$ cat src/rtl/mbx_pkg.sv
package mbx_pkg;
   typedef enum logic [1:0] {
      OWN_NONE = 2'b00,
      OWN_CON  = 2'b01,
      OWN_CPU  = 2'b10,
      OWN_BAD  = 2'b11
   } own_e;

   localparam int NSIDE     = 2;
   localparam int SIDE_CON  = 0;
   localparam int SIDE_CPU  = 1;
   localparam int CB_MUTEX  = 0;
   localparam int CB_SREADY = 1;
   localparam int CB_DREADY = 2;
   localparam int CB_DEND   = 3;
   localparam int CTRL_W    = 4;
endpackage

$ cat src/rtl/mbx_arbiter.sv
module mbx_arbiter
   import mbx_pkg::*;
(
   input  logic             clk,
   input  logic             rst_n,
   input  logic [NSIDE-1:0] grab_i,
   input  logic             retire_i,
   input  logic [NSIDE-1:0] rel_i,
   input  logic             end_acc_i,
   input  logic             we_i,
   input  logic [1:0]       wval_i,
   output logic [1:0]       own_o
);
   logic [1:0] own_q, own_d;
   logic       con_holds, cpu_holds, cpu_try;

   assign con_holds = (own_q == OWN_CON);
   assign cpu_holds = (own_q == OWN_CPU);
   assign cpu_try   = grab_i[SIDE_CPU] & retire_i;

   always_comb begin
      own_d = own_q;
      if (we_i) begin
         own_d = (wval_i == OWN_BAD) ? OWN_NONE : wval_i;
      end else if (end_acc_i) begin
         own_d = OWN_NONE;
      end else if ((con_holds & rel_i[SIDE_CON]) | (cpu_holds & rel_i[SIDE_CPU])) begin
         own_d = OWN_NONE;
      end else if (own_q == OWN_NONE) begin
         if (grab_i[SIDE_CON])  own_d = OWN_CON;
         else if (cpu_try)      own_d = OWN_CPU;
      end else if (own_q == OWN_BAD) begin
         own_d = OWN_NONE;
      end
   end

   always_ff @(posedge clk) begin
      if (!rst_n) own_q <= OWN_NONE;
      else        own_q <= own_d;
   end

   assign own_o = own_q;

   p_grab_tie_r4: assert property (@(posedge clk) disable iff (!rst_n)
      (own_q == OWN_NONE && grab_i[SIDE_CON] && cpu_try && !we_i && !end_acc_i)
      |=> (own_o == OWN_CON));

   p_retire_gate_r3: assert property (@(posedge clk) disable iff (!rst_n)
      (own_q == OWN_NONE && !retire_i && !grab_i[SIDE_CON] && !we_i)
      |=> (own_o == OWN_NONE));

   p_hold_r5: assert property (@(posedge clk) disable iff (!rst_n)
      (own_q != OWN_NONE && !we_i && !end_acc_i && rel_i == '0)
      |=> $stable(own_o));

   p_illegal_write_r11: assert property (@(posedge clk) disable iff (!rst_n)
      (we_i && wval_i == OWN_BAD) |=> (own_o == OWN_NONE));

   p_end_frees_r10: assert property (@(posedge clk) disable iff (!rst_n)
      (end_acc_i && !we_i) |=> (own_o == OWN_NONE));
endmodule

$ cat src/rtl/mbx_databuf.sv
module mbx_databuf
   import mbx_pkg::*;
#(
   parameter int DATA_W = 8
) (
   input  logic                         clk,
   input  logic                         rst_n,
   input  logic [NSIDE-1:0]             owns_i,
   input  logic [NSIDE-1:0]             send_i,
   input  logic [NSIDE-1:0]             end_i,
   input  logic [NSIDE-1:0][DATA_W-1:0] wdata_i,
   input  logic [NSIDE-1:0]             rd_i,
   output logic [DATA_W-1:0]            data_o,
   output logic                         dready_o,
   output logic                         dend_o,
   output logic                         sender_o,
   output logic                         end_acc_o
);
   logic [DATA_W-1:0] data_q;
   logic              dr_q, de_q, snd_q;
   logic [NSIDE-1:0]  acc;
   logic              rd_acc, any_acc, acc_side;

   generate
      for (genvar s = 0; s < NSIDE; s++) begin : g_acc
         assign acc[s] = owns_i[s] & send_i[s] & ~dr_q;
      end
   endgenerate

   assign any_acc   = |acc;
   assign acc_side  = acc[SIDE_CPU];
   assign end_acc_o = |(acc & end_i);
   assign rd_acc    = dr_q & (snd_q ? rd_i[SIDE_CON] : rd_i[SIDE_CPU]);

   always_ff @(posedge clk) begin
      if (!rst_n) begin
         data_q <= '0;
         dr_q   <= 1'b0;
         de_q   <= 1'b0;
         snd_q  <= 1'b0;
      end else if (any_acc) begin
         data_q <= wdata_i[acc_side];
         dr_q   <= 1'b1;
         de_q   <= end_i[acc_side];
         snd_q  <= acc_side;
      end else if (rd_acc) begin
         dr_q   <= 1'b0;
         de_q   <= 1'b0;
      end
   end

   assign data_o   = data_q;
   assign dready_o = dr_q;
   assign dend_o   = de_q;
   assign sender_o = snd_q;

   p_no_overwrite_r7: assert property (@(posedge clk) disable iff (!rst_n)
      (dr_q && !rd_acc) |=> ($stable(data_o) && dready_o));

   p_read_clears_r8: assert property (@(posedge clk) disable iff (!rst_n)
      rd_acc |=> (!dready_o && !dend_o));

   p_single_sender_r6: assert property (@(posedge clk) disable iff (!rst_n)
      $onehot0(acc));
endmodule

$ cat src/rtl/mbx_mailbox.sv
module mbx_mailbox
   import mbx_pkg::*;
#(
   parameter int DATA_W = 8
) (
   input  logic              clk,
   input  logic              rst_n,
   input  logic              con_grab_i,
   input  logic              con_rel_i,
   input  logic              con_send_i,
   input  logic              con_end_i,
   input  logic [DATA_W-1:0] con_wdata_i,
   input  logic              con_rd_i,
   input  logic              con_own_we_i,
   input  logic [1:0]        con_own_i,
   output logic [DATA_W-1:0] con_rdata_o,
   output logic [3:0]        con_ctrl_o,
   input  logic              cpu_retire_i,
   input  logic              cpu_grab_i,
   input  logic              cpu_rel_i,
   input  logic              cpu_send_i,
   input  logic              cpu_end_i,
   input  logic [DATA_W-1:0] cpu_wdata_i,
   input  logic              cpu_rd_i,
   output logic [DATA_W-1:0] cpu_rdata_o,
   output logic [3:0]        cpu_ctrl_o,
   output logic [1:0]        own_o
);
   generate
      if (DATA_W < 1) begin : g_bad_width
         $error("mbx_mailbox: DATA_W must be at least 1");
      end
   endgenerate

   logic [1:0]                   own;
   logic [NSIDE-1:0]             owns, grab, rel, send, endf, rd;
   logic [NSIDE-1:0][DATA_W-1:0] wdata;
   logic [NSIDE-1:0][CTRL_W-1:0] ctrl;
   logic [DATA_W-1:0]            data;
   logic                         dready, dend, sender, end_acc;

   assign grab  = {cpu_grab_i,  con_grab_i};
   assign rel   = {cpu_rel_i,   con_rel_i};
   assign send  = {cpu_send_i,  con_send_i};
   assign endf  = {cpu_end_i,   con_end_i};
   assign rd    = {cpu_rd_i,    con_rd_i};
   assign wdata = {cpu_wdata_i, con_wdata_i};

   mbx_arbiter u_arb (
      .clk       (clk),
      .rst_n     (rst_n),
      .grab_i    (grab),
      .retire_i  (cpu_retire_i),
      .rel_i     (rel),
      .end_acc_i (end_acc),
      .we_i      (con_own_we_i),
      .wval_i    (con_own_i),
      .own_o     (own)
   );

   mbx_databuf #(.DATA_W(DATA_W)) u_buf (
      .clk       (clk),
      .rst_n     (rst_n),
      .owns_i    (owns),
      .send_i    (send),
      .end_i     (endf),
      .wdata_i   (wdata),
      .rd_i      (rd),
      .data_o    (data),
      .dready_o  (dready),
      .dend_o    (dend),
      .sender_o  (sender),
      .end_acc_o (end_acc)
   );

   generate
      for (genvar s = 0; s < NSIDE; s++) begin : g_side
         localparam logic [1:0] MY_CODE = (s == SIDE_CON) ? OWN_CON : OWN_CPU;
         logic receiver;
         assign owns[s]   = (own == MY_CODE);
         assign receiver  = (sender != s[0]);
         assign ctrl[s][CB_MUTEX]  = (own != OWN_NONE);
         assign ctrl[s][CB_SREADY] = owns[s] & ~dready;
         assign ctrl[s][CB_DREADY] = dready & receiver;
         assign ctrl[s][CB_DEND]   = dend & receiver;
      end
   endgenerate

   assign con_ctrl_o  = ctrl[SIDE_CON];
   assign cpu_ctrl_o  = ctrl[SIDE_CPU];
   assign con_rdata_o = data;
   assign cpu_rdata_o = data;
   assign own_o       = own;

   p_mutex_view_r2: assert property (@(posedge clk) disable iff (!rst_n)
      (con_ctrl_o[CB_MUTEX] == cpu_ctrl_o[CB_MUTEX]) && !(con_ctrl_o[CB_SREADY] && cpu_ctrl_o[CB_SREADY]));

   p_one_waiter_r8: assert property (@(posedge clk) disable iff (!rst_n)
      $countones({con_ctrl_o[CB_DREADY], cpu_ctrl_o[CB_DREADY]}) <= 1);
endmodule

$ cat config.mk
export PLATFORM = sky130hd
export DESIGN_NAME = mbx_mailbox
export DESIGN_NICKNAME = d
export VERILOG_FILES = /design/src/rtl/mbx_pkg.sv /design/src/rtl/mbx_arbiter.sv /design/src/rtl/mbx_databuf.sv /design/src/rtl/mbx_mailbox.sv
export SDC_FILE = /design/constraint.sdc
export NUM_CORES = 1
export LEC_CHECK = 0
export BUFFER_PORTS_ARGS = -buffer_cell sky130_fd_sc_hd__buf_2
export CAP_MARGIN = 30
export CORE_UTILIZATION = 42
export CTS_BUF_LIST = sky130_fd_sc_hd__clkbuf_4
export CTS_CLUSTER_DIAMETER = 120
export DETAILED_ROUTE_END_ITERATION = 8
export PLACE_DENSITY_LB_ADDON = 0.12
export SETUP_SLACK_MARGIN = 0.5
export SYNTH_ARGS = -nofsm -noshare
export SYNTH_HDL_FRONTEND = slang
export SYNTH_HIERARCHICAL = 1
export SYNTH_SLANG_ARGS = --single-unit
$ cat constraint.sdc
create_clock -name clk -period 2.9 [get_ports clk]
set_input_delay 0.29 -clock clk [delete_from_list [all_inputs] [get_ports clk]]
set_output_delay 0.29 -clock clk [all_outputs]
set_load 0.1 [all_outputs]
After elaboration in Yosys (flattened, before gate mapping)
Cells that the tools add are included.

storage, ports and cells
  flip-flop bits (word level) = 13
  output and inout bits = 26
  logic and storage cells = 52

operators by class
  $lt $le $gt $ge = 1
  eq/ne operators = 5
  muxes and demuxes = 16
  bitwise gates (word level) = 18
  reduce and logical (&&, ||, !) cells = 7

operator list
  kind                  number
  $mux W2               8
  $mux W8               2
  $and A1 B1 Y1         14
  $eq A2 B2 Y1 const B  3
  $mux W1               6
  $ne A6 B4 Y1 const B  1
  $reduce_bool A5 Y1    1
  $reduce_bool A2 Y1    2
  $reduce_or A2 Y1      2
  $and A2 B2 Y2         1
  $eq A2 B1 Y1 const B  1
  $logic_not A2 Y1      1
  $lt A1 B2 Y1 const B  1
  $not A1 Y1            2
  $reduce_and A2 Y1     1
  $or A1 B1 Y1          1

Logic depth before layout (Yosys ltp)
Gate-level depths: netlist (run 1).

  depth in word-level cells = 7
  gate-level depth with buffers = 8
  depth with buffers taken out = 8

Cells and area by module
The synthesis (run 1) kept the hierarchy.

modules (own cells, without submodules)
  module       times used  cells an instance  area an instance (um^2)  sequential area each (um^2)
  mbx_databuf  1           59                 570.5                    220.2
  mbx_arbiter  1           17                 146.4                    40.0
  mbx_mailbox  1           18                 136.4                    0.0

Worst setup path after synthesis (run 1)
OpenSTA, ideal clock, no wires.

  kind = reg2reg
  start point = register u_arb.own_q[1], in the netlist u_arb/own_o[1]
  end point = register u_arb.own_q[1], in the netlist u_arb/own_o[1]
  library setup time = 116 ps
  data arrival time = 2722 ps
  slack = 62 ps
  stages on the path, launching flop included = 9
  path buffers = 0
  period minus slack after synthesis = 2838 ps
  path through = dfxtp_1 -> nor2b_1 -> and3_1 -> a31oi_1 -> nor2_1 -> or4_4 -> a211o_1 -> a21oi_1 -> and3b_1

between the ends
  longest elaborated chain between the ends = 7

ends and longest elaborated chain
  what                                                                  RTL line           text
  from (decl)                                                           mbx_arbiter.sv:14  logic [1:0] own_q, own_d;
  from (signal assigned)                                                mbx_arbiter.sv:39  else own_q <= own_d;
  $eq A2 B1 Y1 (*)                                                      mbx_mailbox.sv:80  assign owns[s] = (own == MY_CODE);
  net owns[0]                                                           mbx_mailbox.sv:36  logic [NSIDE-1:0] owns, grab, rel, send, endf, rd;
  $and A1 B1 Y1 (*) (2 in a row)                                        mbx_databuf.sv:26  assign acc[s] = owns_i[s] & send_i[s] & ~dr_q;
  $and A2 B2 Y2 (*)                                                     mbx_databuf.sv:32  assign end_acc_o = |(acc & end_i);
  $reduce_or A2 Y1 (*)                                                  mbx_databuf.sv:32
  net end_acc                                                           mbx_mailbox.sv:40  logic dready, dend, sender, end_acc;
  $ne A6 B4 Y1 (no source line) (tied with other cells)                 -
  $reduce_and A2 Y1 (no source line) / $mux W2 (equally long branches)  -

Mark *: on every way through the listed nets, which the timed path passes. The rest lies on a longest branch.
A chain may end at the register's enable or synchronous reset.

Worst setup path after layout (run 1)
  start point = register u_arb.own_q[0], in the netlist u_arb/own_o[0]
  end point = register u_arb.own_q[1], in the netlist u_arb/own_o[1]

Same word-level chain as after synthesis.

==> out/qor.csv, run 1 <==
stage,metric,value,unit
setup_path,WP data required,3070,ps
hold_path,Worst Hold Depth,2,
clocking,root buffer cell,clkbuf_4,
power_and_ir_drop,switching power,341,µW
sta,"Slew Viols, Final",0,
synthesis,synthesized area per cell,9.08,µm²
setup_path,"Max stage delay cell, worst path",or4_4,
floorplanning,die height,47.1,µm
sta,clock skew,0.651,ps
power_and_ir_drop,VDD IR-drop max,0.000353,V
finish,fin nets,175,
sta,RSZ-0062 raised after global routing,no,
finish,Area growth syn-to-layout,28.7,%
floorplanning,Die ar.,2220,µm²
setup_path,worst path cell trace,"nor2b_1, and3_1, a31oi_1, nor2_1, or4_4, a211o_1, a21oi_1, and3b_1",
clocking,H-tree Lvls,1,
synthesis,ys flop type,dfxtp_1,
setup_path,reg2reg path depth,8,
setup_path,Worst Path Buf+Inv,0,
grt,vias in the first global route,707,
synthesis,Post-synth EDFFs,0,
synthesis,top cells by instance count after synthesis,"dfxtp_1 (13), a21oi_1 (11), buf_4 (9)",
detailed_routing,drt pass-1 iters,4,
floorplanning,Initial Util,0.469,
clocking,CTS resizes,0,
sta,fin crit period,2160,ps
sta,"Hold Vio Cnt, Final",0,
synthesis,top-area cell type share of the netlist area,0.305,
clocking,CTS Hold Buffers Added,0,
grt,initial antenna violation count,0,
synthesis,Netlist cell types,35,
hold_path,hold_sp,rst_n,
setup_path,FF-to-FF End,u_arb/own_o[1],
synthesis,Synth area leaders,"dfxtp_1 (30%), mux2i_1 (9.4%), buf_4 (7.9%)",
floorplanning,core area,1820,µm²
sta,Max-slew headroom,0.679,
synthesis,asr flop ratio synth,0,
setup_path,critical path endpoint category,register,
grt,first-pass GRT wire length,3.05,mm
detailed_routing,Vias/cell,5.09,
setup_path,Max Fanout on Critical Path,11,
grt,Total GRT Usage,0.196,
setup_path,worst r2r src,u_arb/own_o[0],
clocking,post-CTS setup buffer count,0,
finish,Storage cell area,265,µm²
place,Placer Congestion,0.771,
power_and_ir_drop,Sequential Power Share,0.315,
detailed_routing,remaining antenna violation count after routing,0,
floorplanning,Die W,47.1,µm
grt,GRT overflow,0,
synthesis,synthesized area,853,µm²
detailed_routing,DRC Markers,0,
synthesis,most common cell in the netlist,dfxtp_1,
clocking,Skew-Pair Late Insertion Delay,270,ps
clocking,CTS tree,built,
detailed_routing,vias post-DR,850,
grt,largest net degree at the start of global routing,19,
power_and_ir_drop,switching share of power,0.513,
sta,Tcrit/Tclk final,0.745,
synthesis,Syn. warnings,6,
place,Inst Count DP,163,
power_and_ir_drop,Internal,324,µW
finish,diode count,0,
setup_path,critical path class,register to register,
synthesis,"Net Count, Synth",126,
place,DP HPWL,1.40,mm
clocking,CTS Buffer Depth,2,
synthesis,cell taking the most area after synthesis,dfxtp_1,
place,# port buffers,57,
floorplanning,std cell rows,15,
finish,multi-input logic area,479,µm²
setup_path,internal reg-to-reg setup slack,740,ps
clocking,"CTS clk-pin slew, worst paths",80,ps
power_and_ir_drop,Leak Pwr,0.000589,µW
detailed_routing,final WL,1.89,mm
sta,setup_tns,0,ps
run_status,status,"complete, no violations",
sta,Setup Viol. Count Final,0,
finish,"Cell Count, Final, Fillers Out",167,
setup_path,peak per-stage delay on the critical path,500,ps
sta,Worst Max-Slew Pin Slew,484,ps
synthesis,register bit total from synthesis,13,
detailed_routing,Avg WL per Cell,11.3,µm
finish,layout cells sized above 1,0.493,
synthesis,Post-Synthesis Cells,94,
detailed_routing,drt initial violations,15,
floorplanning,num ports,58,
setup_path,critical path startpoint category,register,
sta,achievable clock frequency,0.463,GHz
hold_path,WHS Endpoint,u_arb/own_o[0],
power_and_ir_drop,PD cells,605,nW/µm²
flow_run,max-cap viol count,0,
power_and_ir_drop,Logic pwr share,0.504,
hold_path,path type of the worst min-delay path,primary input to register,
synthesis,"Seq/Total Area, Yosys",0.305,
finish,Layout fillers,179,
clocking,clock sink count,13,
setup_path,"Arr. time, crit path",2330,ps
power_and_ir_drop,Clock power frac,0.181,
clocking,Num CTS Buffers,3,
setup_path,Crit path max-delay family,simple AND/OR/NAND/NOR gates,
-- layer usage --
metal  part of all wire  wire [µm]  GRT usage
met1               0.47        891      0.259
met2               0.46        868      0.311
met3              0.061        116     0.0577
met4             0.0053         10     0.0514
met5                  0          0          0
-- final cells by class --
cell class / instances / area share
multi-input cells: 66 / 0.436
repair buffers: 57 / 0.260
flip-flops and latches: 13 / 0.241
well taps: 25 / 0.0285
clock buffers: 4 / 0.0273
inverters: 2 / 0.00683
-- cell usage in the layout (no fill, tap or decap), drive strengths merged, types with 2 or more instances in the layout --
| cell | count |
|---|---|
| and2 | 2 |
| nand2 | 6 |
| a21oi | 11 |
| dfxtp | 13 |
| o21ai | 3 |
| buf | 57 |
| nor2b | 4 |
| nor3b | 4 |
| mux2i | 8 |
| nor2 | 2 |
| inv | 2 |
| clkbuf | 4 |
| and3 | 2 |
| a311oi | 7 |
-- how the worst max path moves through the flow --
stage                        start              to  depth (start not counted)
detailed placement  u_arb/own_o[0]  u_arb/own_o[1]                          8
finish              u_arb/own_o[0]  u_arb/own_o[1]                          8
global placement    u_arb/own_o[0]  u_arb/own_o[1]                          8
CTS                 u_arb/own_o[0]  u_arb/own_o[1]                          8
global route        u_arb/own_o[0]  u_arb/own_o[1]                          8
floorplan           u_arb/own_o[0]  u_arb/own_o[1]                          8
-- through the flow --
stage / util / hold slack [ps] / instance area, µm² / setup slack [ps] / power [µW]
5_1_grt: 0.603 / 279 / 1100 / 639 / 698
4_1_cts: 0.603 / 280 / 1100 / 748 / 669
3_5_place_dp: 0.587 / 493 / 1070 / 763 / 549
3_3_place_gp: 0.587 / 495 / 1070 / 819 / 546
2_1_floorplan: - / 407 / 858 / 554 / 511
6_report: 0.603 / 288 / 1100 / 740 / 665
-- flip-flops by register name, indices dropped and copies added (netlist names) --
name            flops
u_arb/own_o         2
u_buf/dend_o        1
u_buf/data_o        8
u_buf/dready_o      1
u_buf/sender_o      1
-- logic make-up (layout without fill, tap and decap cells) --
group | count (synthesis) | after routing | synth area share
flops | 13 | 13 | 0.305
buf+inv | 15 | 63 | 0.133
compound gates | 29 | 29 | 0.238
mux | 8 | 8 | 0.0938
simple gates | 29 | 29 | 0.230
-- power by group through the flow --
stage	logic [µW]	registers, µW	clock network (µW)
2_1_floorplan	214	297	0
4_1_cts	336	210	123
6_report	335	210	120
3_5_place_dp	336	214	0
5_1_grt	351	213	134
3_3_place_gp	334	213	0
(Power assumes the default switching activity.)
==> run 2: changes to the inputs <==
Clock period 2.9 ns to 2.1 ns, I/O delays scaled along.
==> run 2 against run 1 <==
Combinational power rose by 53%. Die area is the same. Sequential share of layout area down 2.3 points. Via count grew 9.4%. Final area up 12%. Clock power is 35% higher. Critical endpoint unchanged. Final cell count up 5.4%. Critical path type unchanged.
==> out/qor.csv, run 2 (synthesized netlist as in run 1, its figures left out) <==
stage,metric,value,unit
floorplanning,die height,47.1,µm
place,DP HPWL,1.63,mm
sta,Max-slew headroom,0.680,
finish,"commonest non-fill, non-tap cells in the layout","buf_2 (51), dfxtp_1 (11), a21oi_1 (10), buf_4 (9), mux2i_1 (8)",
clocking,H-tree Lvls,1,
detailed_routing,vias post-DR,930,
clocking,clock sink count,13,
place,Post-DP Area,1100,µm²
flow_run,max-cap viol count,0,
clocking,"CTS clk-pin slew, worst paths",90,ps
detailed_routing,final WL,2.20,mm
finish,layout cells sized above 1,0.570,
detailed_routing,remaining antenna violation count after routing,0,
setup_path,reg2reg path depth,8,
floorplanning,Die ar.,2220,µm²
sta,achievable clock frequency,0.528,GHz
finish,multi-input logic area,508,µm²
finish,Layout fillers,162,
finish,"commonest non-fill, non-tap cell in the layout",buf_2,
hold_path,Worst Hold Depth,2,
run_status,status,"complete, no violations",
grt,vias in the first global route,817,
sta,Worst Max-Slew Pin Slew,484,ps
setup_path,Max Fanout on Critical Path,2,
finish,Storage cell area,268,µm²
sta,setup_tns,0,ps
power_and_ir_drop,VDD IR-drop max,0.000434,V
finish,Largest register FFs,8,
place,Inst Count DP,165,
power_and_ir_drop,PD cells,780,nW/µm²
setup_path,critical path startpoint category,register,
grt,largest net degree at the start of global routing,19,
clocking,root buffer cell,clkbuf_4,
floorplanning,Initial Util,0.469,
setup_path,"Max stage delay cell, worst path",or4_4,
grt,initial antenna violation count,0,
hold_path,path type of the worst min-delay path,primary input to register,
sta,fin crit period,1890,ps
sta,Tcrit/Tclk final,0.902,
sta,"Hold Vio Cnt, Final",0,
sta,RSZ-0062 raised after global routing,yes,
finish,"Cell Count, Final, Fillers Out",176,
setup_path,worst path cell trace,"nor2b_4, and3_4, a31oi_1, nor2_1, or4_4, a211o_1, a21oi_2, and3b_1",
finish,Area growth syn-to-layout,43.5,%
setup_path,peak per-stage delay on the critical path,420,ps
clocking,Skew-Pair Late Insertion Delay,280,ps
detailed_routing,Avg WL per Cell,12.5,µm
sta,"Slew Viols, Final",0,
clocking,Num CTS Buffers,3,
place,Placer Congestion,0.835,
place,# port buffers,57,
setup_path,CP Depth,8,
clocking,CTS tree,built,
setup_path,Crit path max-delay family,simple AND/OR/NAND/NOR gates,
detailed_routing,DRC Markers,0,
power_and_ir_drop,Leak Pwr,0.000644,µW
detailed_routing,drt pass-1 iters,4,
setup_path,"Arr. time, crit path",2080,ps
detailed_routing,Vias/cell,5.28,
grt,first-pass GRT wire length,3.36,mm
clocking,CTS Buffer Depth,2,
power_and_ir_drop,total power,956,µW
sta,clock skew,4.27,ps
detailed_routing,drt initial violations,10,
grt,Total GRT Usage,0.213,
grt,GRT overflow,0,
finish,cell area after layout,1220,µm²
setup_path,critical path class,register to register,
floorplanning,std cell rows,15,
setup_path,critical path endpoint category,register,
setup_path,Worst Path Buf+Inv,0,
finish,diode count,0,
floorplanning,core area,1820,µm²
setup_path,WP data required,2290,ps
sta,Setup Viol. Count Final,0,
finish,fin nets,184,
floorplanning,Die W,47.1,µm
floorplanning,num ports,58,
-- run 2: changes by cell type in the layout (fill, tap and decap cells not counted), moves of 2 or more --
cell	before	now
buf_6	0	4
buf_2	57	51
nor2b_2	0	2
nor2b_1	4	1
buf_4	0	9
-- run 2: layer usage --
metal | GRT usage | wire length [µm] | vias up
li1 | - | - | 462
met1 | 0.253 | 964 | 432
met2 | 0.378 | 1110 | 36
met3 | 0.0615 | 127 | 0
met4 | 0.0514 | 0 | 0
met5 | 0 | 0 | -
-- run 2: power breakdown --
group	leakage [µW]	switching (µW)	internal, µW
Clock	0.0000177	91.7	70.7
Sequential	0.000108	15.7	266
Combinational	0.000519	388	123
Total	0.000644	495	460
-- run 2: layout make-up --
type                            instances  area share
Sequential cell                        13       0.219
Inverter                                2     0.00613
Multi-Input combinational cell         66       0.415
Tap cell                               25      0.0255
Timing Repair Buffer                   66       0.313
Clock buffer                            3      0.0184
Clock inverter                          1     0.00409
-- run 2: worst register-to-register path, cell delays in order, from the launching register on --
cell and delay [ps]:
dfxtp_4 350, nor2b_4 120, and3_4 140, a31oi_1 150, nor2_1 80, or4_4 420, a211o_1 250, a21oi_2 110
and3b_1 170
-- run 2: through the flow --
stage	hold WS, ps	setup slack [ps]	utilization
6_report	193	206	0.673
5_1_grt	186	157	0.673
4_1_cts	179	211	0.650
3_5_place_dp	491	128	0.606
3_3_place_gp	483	187	0.606
2_1_floorplan	327	34.1	-
-- run 2: final timing paths --
path	startpoint	end	slack (ps)
max	u_arb/own_o[0]	u_arb/own_o[1]	210
min	rst_n	u_arb/own_o[0]	190
max reg2reg	u_arb/own_o[0]	u_arb/own_o[1]	210
min reg2reg	u_buf/dend_o	u_buf/dend_o	510
-- run 2: repair_timing --
item,in CTS,in global routing
resized for setup,2,15
hold buffers,0,0
setup buffers,6,1
pin swaps,4,4
endpoints found under the setup margin,2,8
